### config.mk
export PLATFORM = sky130hd
export DESIGN_NAME = alu8_core
export DESIGN_NICKNAME = d
export VERILOG_FILES = /design/src/rtl/alu8_pkg.sv /design/src/rtl/alu8_arith.sv /design/src/rtl/alu8_logic.sv /design/src/rtl/alu8_rot.sv /design/src/rtl/alu8_core.sv
export SDC_FILE = /design/constraint.sdc
export NUM_CORES = 1
export LEC_CHECK = 0
export BUFFER_PORTS_ARGS = -buffer_cell sky130_fd_sc_hd__buf_4
export CAP_MARGIN = 20
export CORE_MARGIN = 1
export CORE_UTILIZATION = 55
export DETAILED_ROUTE_END_ITERATION = 12
export MAX_ROUTING_LAYER = met4
export PLACE_DENSITY = 0.77
export SLEW_MARGIN = 25
export SYNTH_ARGS = -nofsm -noshare
export SYNTH_HDL_FRONTEND = slang
export SYNTH_HIERARCHICAL = 1
export SYNTH_SLANG_ARGS = --single-unit
export TNS_END_PERCENT = 10
### constraint.sdc
create_clock -name vclk -period 11.06
set_input_delay 1.106 -clock vclk [all_inputs]
set_output_delay 1.106 -clock vclk [all_outputs]
set_load 0.02 [all_outputs]
### src/rtl/alu8_pkg.sv
package alu8_pkg;

    localparam int unsigned DW  = 8;
    localparam int unsigned NW  = DW / 2;
    localparam int unsigned OPW = 4;
    localparam int unsigned FW  = 4;

    typedef enum logic [OPW-1:0] {
        OP_ADD = 4'd0,  OP_ADC = 4'd1,  OP_SUB = 4'd2,  OP_SBC = 4'd3,
        OP_DAA = 4'd4,  OP_AND = 4'd5,  OP_OR  = 4'd6,  OP_XOR = 4'd7,
        OP_CPL = 4'd8,  OP_RL  = 4'd9,  OP_RR  = 4'd10, OP_RLC = 4'd11,
        OP_RRC = 4'd12, OP_INC = 4'd13, OP_DEC = 4'd14, OP_RSV = 4'd15
    } alu_op_e;

    typedef struct packed {
        logic z;
        logic c;
        logic ac;
        logic ov;
    } alu_flags_t;

    typedef struct packed {
        logic [DW-1:0] sum;
        logic          cout;
        logic          hcout;
        logic          ov;
    } add_res_t;

    localparam alu_flags_t FL_NONE  = '{z: 1'b0, c: 1'b0, ac: 1'b0, ov: 1'b0};
    localparam alu_flags_t FL_ALL   = '{z: 1'b1, c: 1'b1, ac: 1'b1, ov: 1'b1};
    localparam alu_flags_t FL_Z     = '{z: 1'b1, c: 1'b0, ac: 1'b0, ov: 1'b0};
    localparam alu_flags_t FL_C     = '{z: 1'b0, c: 1'b1, ac: 1'b0, ov: 1'b0};
    localparam alu_flags_t FL_ZC    = '{z: 1'b1, c: 1'b1, ac: 1'b0, ov: 1'b0};

    // Full adder with nibble carry and carry into the top bit.
    function automatic add_res_t add_full(input logic [DW-1:0] x,
                                          input logic [DW-1:0] y,
                                          input logic          ci);
        add_res_t        r;
        logic [NW:0]     lo;
        logic [DW-1:0]   low;
        logic [DW:0]     full;
        lo   = {1'b0, x[NW-1:0]} + {1'b0, y[NW-1:0]} + (NW+1)'(ci);
        low  = {1'b0, x[DW-2:0]} + {1'b0, y[DW-2:0]} + DW'(ci);
        full = {1'b0, x} + {1'b0, y} + (DW+1)'(ci);
        r.sum   = full[DW-1:0];
        r.cout  = full[DW];
        r.hcout = lo[NW];
        r.ov    = low[DW-1] ^ full[DW];
        return r;
    endfunction

endpackage

### src/rtl/alu8_arith.sv
module alu8_arith
    import alu8_pkg::*;
#(
    parameter int unsigned W = DW
) (
    input  alu_op_e    op,
    input  logic [W-1:0] a,
    input  logic [W-1:0] b,
    input  logic       cin,
    input  logic       acin,
    output logic [W-1:0] res,
    output alu_flags_t flg,
    output alu_flags_t msk
);
    localparam int unsigned NB = W / 2;
    localparam logic [W:0] LO_FIX = (W+1)'(6);
    localparam logic [W:0] HI_FIX = (W+1)'(6) << NB;

    add_res_t   ar;
    logic [W-1:0] opb;
    logic       opc;
    logic       lo_adj, hi_adj;
    logic [W:0] t1, t2;

    always_comb begin
        opb = b;
        opc = 1'b0;
        unique case (op)
            OP_ADC:  opc = cin;
            OP_SUB:  begin opb = ~b; opc = 1'b1; end
            OP_SBC:  begin opb = ~b; opc = cin;  end
            OP_INC:  begin opb = '0; opc = 1'b1; end
            OP_DEC:  begin opb = '1; opc = 1'b0; end
            default: ;
        endcase
    end

    assign ar = add_full(a, opb, opc);

    // Decimal correction in two steps
    always_comb begin
        lo_adj = (a[NB-1:0] > NB'(9)) | acin;
        t1     = {1'b0, a} + (lo_adj ? LO_FIX : '0);
        hi_adj = (t1[W-1:NB] > NB'(9)) | cin | t1[W];
        t2     = {1'b0, t1[W-1:0]} + (hi_adj ? HI_FIX : '0);
    end

    always_comb begin
        res = ar.sum;
        flg = FL_NONE;
        msk = FL_NONE;
        unique case (op)
            OP_ADD, OP_ADC, OP_SUB, OP_SBC: begin
                flg.c  = ar.cout;
                flg.ac = ar.hcout;
                flg.ov = ar.ov;
                msk    = FL_ALL;
            end
            OP_DAA: begin
                res   = t2[W-1:0];
                flg.c = cin | t1[W] | t2[W];
                msk   = FL_ZC;
            end
            OP_INC, OP_DEC: msk = FL_Z;
            default: begin
                res = a;
            end
        endcase
    end

    always_comb begin

        sub_noborrow_chk: assert (!(op == OP_SUB) || (flg.c == (a >= b)))
            else $error("SUB carry disagrees with no-borrow rule");

        sbc_noborrow_chk: assert (!(op == OP_SBC) ||
                                  (flg.c == ((a > b) || ((a == b) && cin))))
            else $error("SBC carry disagrees with no-borrow rule");

        signed_ovf_chk: assert (!(op == OP_ADD || op == OP_ADC) ||
                                (flg.ov == ((a[W-1] == b[W-1]) && (res[W-1] != a[W-1]))))
            else $error("ADD overflow disagrees with signed rule");

        half_carry_chk: assert (!(op == OP_ADD) ||
                                (flg.ac == ((NB+1)'(a[NB-1:0]) + (NB+1)'(b[NB-1:0]) > (NB+1)'(15))))
            else $error("ADD half carry wrong");
    end
endmodule

### src/rtl/alu8_logic.sv
module alu8_logic
    import alu8_pkg::*;
#(
    parameter int unsigned W = DW
) (
    input  alu_op_e      op,
    input  logic [W-1:0] a,
    input  logic [W-1:0] b,
    output logic [W-1:0] res
);
    always_comb begin
        unique case (op)
            OP_AND:  res = a & b;
            OP_OR:   res = a | b;
            OP_XOR:  res = a ^ b;
            OP_CPL:  res = ~a;
            default: res = a;
        endcase
    end
endmodule

### src/rtl/alu8_rot.sv
module alu8_rot
    import alu8_pkg::*;
#(
    parameter int unsigned W = DW
) (
    input  alu_op_e      op,
    input  logic [W-1:0] a,
    input  logic         cin,
    output logic [W-1:0] res,
    output logic         cout
);
    always_comb begin
        cout = 1'b0;
        unique case (op)
            OP_RL:   res = {a[W-2:0], a[W-1]};
            OP_RR:   res = {a[0], a[W-1:1]};
            OP_RLC:  begin res = {a[W-2:0], cin}; cout = a[W-1]; end
            OP_RRC:  begin res = {cin, a[W-1:1]}; cout = a[0];   end
            default: res = a;
        endcase
    end

    always_comb begin

        wrap_bits_chk: assert (!(op == OP_RL || op == OP_RR) ||
                               ($countones(res) == $countones(a)))
            else $error("plain rotate lost or gained a bit");

        thru_carry_chk: assert (!(op == OP_RLC || op == OP_RRC) ||
                                ($countones({res, cout}) == $countones({a, cin})))
            else $error("rotate through carry lost or gained a bit");
    end
endmodule

### src/rtl/alu8_core.sv
module alu8_core
    import alu8_pkg::*;
#(
    parameter int unsigned W = DW
) (
    input  logic [OPW-1:0] op_i,
    input  logic [W-1:0]   a_i,
    input  logic [W-1:0]   b_i,
    input  logic           c_i,
    input  logic           ac_i,
    output logic [W-1:0]   res_o,
    output logic [FW-1:0]  flags_o,
    output logic [FW-1:0]  upd_o,
    output logic           zero_o
);
    typedef enum logic [1:0] { U_ARITH, U_LOGIC, U_ROT, U_PASS } unit_e;

    alu_op_e      op;
    unit_e        unit;
    logic [W-1:0] ar_res, lg_res, rt_res;
    alu_flags_t   ar_flg, ar_msk;
    logic         rt_c;
    alu_flags_t   flg, msk;
    logic [W-1:0] res;

    assign op = alu_op_e'(op_i);

    always_comb begin
        unique case (op)
            OP_ADD, OP_ADC, OP_SUB, OP_SBC,
            OP_DAA, OP_INC, OP_DEC:              unit = U_ARITH;
            OP_AND, OP_OR, OP_XOR, OP_CPL:       unit = U_LOGIC;
            OP_RL, OP_RR, OP_RLC, OP_RRC:        unit = U_ROT;
            default:                             unit = U_PASS;
        endcase
    end

    alu8_arith #(.W(W)) u_arith (
        .op(op), .a(a_i), .b(b_i), .cin(c_i), .acin(ac_i),
        .res(ar_res), .flg(ar_flg), .msk(ar_msk)
    );

    alu8_logic #(.W(W)) u_logic (
        .op(op), .a(a_i), .b(b_i), .res(lg_res)
    );

    alu8_rot #(.W(W)) u_rot (
        .op(op), .a(a_i), .cin(c_i), .res(rt_res), .cout(rt_c)
    );

    always_comb begin
        res = a_i;
        flg = FL_NONE;
        msk = FL_NONE;
        unique case (unit)
            U_ARITH: begin res = ar_res; flg = ar_flg; msk = ar_msk; end
            U_LOGIC: begin res = lg_res; msk = FL_Z; end
            U_ROT: begin
                res = rt_res;
                if (op == OP_RLC || op == OP_RRC) begin
                    flg.c = rt_c;
                    msk   = FL_C;
                end
            end
            default: ;
        endcase
    end

    assign zero_o  = ~|res;
    assign res_o   = res;
    assign upd_o   = msk;
    assign flags_o = {msk.z & zero_o, flg.c & msk.c, flg.ac & msk.ac, flg.ov & msk.ov};

    always_comb begin

        daa_range_chk: assert (!(op == OP_DAA && a_i[3:0] <= 4'd9 && a_i[7:4] <= 4'd9
                                 && !c_i && !ac_i) || (res_o[3:0] <= 4'd9 && res_o[7:4] <= 4'd9))
            else $error("decimal adjust left a non-BCD digit");

        pass_thru_chk: assert (!(op == OP_RSV) || (res_o == a_i && upd_o == '0))
            else $error("reserved code altered result or flags");
    end
endmodule

==> results.py <==
metrics = {
    "routing": {
        "wl_um": 7490,
        "ant_nets": 0,
        "wl_met3_um": 449,
        "highest_layer": "met4",
        "vias": 2871,
        "wl_met1_um": 3460,
        "drtIter0Drc": 410,
        "drtPass1Iterations": 6,
        "wl_per_cell_um": 15.8,
        "met2_length_um": 3510,
        "routed_via_density": 6.04,
        "post-route-drc-count": 0,
    },
    "die": {
        "core-area_um2": 4720,
        "ios": 39,
        "die-area_um2": 5170,
        "die_x_um": 71.9,
        "initial_utilization_pct": 57.0,
        "rows": 25,
        "die_y_um": 71.9,
    },
    "synthesis": {
        "synth_fp_nets": 447,
        "syn-cell-area_um2": 2690,
        "ys_warn_count": 6,
        "syn_inst": 393,
        "avgSynthCellArea_um2": 6.84,
    },
    "finish": {
        "final_nets": 464,
        "diodes": 0,
        "regArea_um2": 0,
        "n_sequential_cell": 0,
        "area_growth_pct": 8.51,
        "clkbuf_count": 0,
        "drive_above_1_share_pct": 20.1,
    },
    "grt": {
        "grt_max_degree": 55,
        "overflow": 0,
        "gr-usage-all-layers_pct": 29.7,
        "grt_pass1_vias": 2496,
        "antenna_found_initial": 0,
        "grt_pass1_wl_um": 12100,
    },
    "power": {
        "p_per_area_nw_per_um2": 56.1,
        "leakage_uw": 0.00135,
        "vdd_drop_max_mv": 0.0273,
        "total_power_uw": 164,
    },
    "setup_path": {
        "start_kind": "input port",
        "crit_path_max_fanout": 37,
        "crit_required_ns": 9.95,
        "worstSetupEndpointType": "output port",
        "arrival_ns": 4.86,
        "path_class": "input port to output port",
    },
    "timing": {
        "finalHoldViolations": 0,
        "tightestPinTransition_ns": 0.632,
        "slew_headroom_pct": 57.9,
        "setup_tns_ns": 0,
        "final-setup-viol-count": 0,
        "fin_ws_ns": 5.09,
        "drv_slew": 0,
        "rsz0062_at_grt": "false",
        "fmax_ghz": 0.168,
        "finalCriticalPeriod_ns": 5.97,
        "finalCritPeriodShare_pct": 54.0,
    },
    "clocking": {
        "cts_setup_buffers": 0,
        "cts-resized-gates": 0,
        "ctsHoldBuffers": 0,
    },
    "place": {
        "gp_congestion": 0.959,
        "place_ws_ns": 5.11,
        "numPortBuffers": 39,
        "hpwl_um": 5420,
    },
    "worst_hold_path": {
        "hp-class": "input port to output port",
    },
    "run": {
        "cap_violations": 0,
    },
    "run_status": {
        "status": "completed",
    },
}
-- cell type report --
type / count / area (µm²)
Timing Repair Buffer: 39 / 293
Multi-Input combinational cell: 330 / 2400
Inverter: 39 / 146
Fill cell: 467 / 1800
Tap cell: 67 / 83.8
-- placed cells by master (no fill, tap or decap), types with 3 or more instances in the layout --
| cell | count |
|---|---|
| nor2_2 | 3 |
| o21ai_0 | 25 |
| nand3_1 | 6 |
| nand2_1 | 47 |
| nand2b_1 | 8 |
| and2_1 | 9 |
| mux2i_1 | 8 |
| nor3_1 | 3 |
| a211oi_2 | 4 |
| and3_4 | 3 |
| and3_2 | 9 |
| ha_1 | 29 |
| o22ai_1 | 12 |
| nor3b_1 | 3 |
| and3_1 | 7 |
| xnor2_1 | 6 |
| a21o_1 | 4 |
| a211oi_1 | 12 |
| xor2_1 | 7 |
| a21oi_1 | 28 |
| nor2_1 | 22 |
| o21a_1 | 5 |
| nor2b_1 | 3 |
| fa_1 | 3 |
| buf_4 | 39 |
| o21ai_1 | 6 |
| a221o_1 | 8 |
| a21oi_2 | 7 |
| inv_1 | 38 |
-- routing by layer --
layer	vias up	track usage [%]
met5	-	-
met4	0	3.27
met3	8	0.972
met2	117	49.3
met1	1305	41.6
li1	1441	-
-- per-stage QoR --
step | util, % | instance area, µm² | cells | hold WS, ns
after global placement | 61.8 | 2920 | 475 | 2.78
after floorplan | - | 2690 | 393 | 2.46
after global routing | 61.8 | 2920 | 475 | 2.83
after detailed placement | 61.8 | 2920 | 475 | 2.78
final | 61.8 | 2920 | 475 | 2.80
after CTS | 61.8 | 2920 | 475 | 2.78
-- worst max-delay path, stage by stage --
cell	delay, ns
buf_4	0.33
nor2b_1	0.49
mux2i_1	0.15
o221ai_1	0.25
fa_1	0.23
inv_2	0.04
fa_1	0.39
a21o_1	0.18
a21oi_2	0.20
o21bai_1	0.10
a21oi_1	0.20
xor2_1	0.18
o21ai_1	0.08
a211oi_1	0.28
o22ai_1	0.17
nor4_2	0.19
and2_1	0.16
buf_4	0.13
-- power breakdown --
part / total [µW] / internal (µW) / switching [µW]
Clock: 0 / 0 / 0
Sequential: 0 / 0 / 0
Combinational: 164 / 65.8 / 97.9
Total: 164 / 65.8 / 97.9
-- final timing paths --
| kind | endpoint | slack [ns] | depth (start not counted) | start |
|---|---|---|---|---|
| max | flags_o[3] | 5.09 | 18 | op_i[1] |
| min | flags_o[2] | 2.80 | 6 | a_i[0] |
No activity file was read; power rests on OpenSTA's default activity.
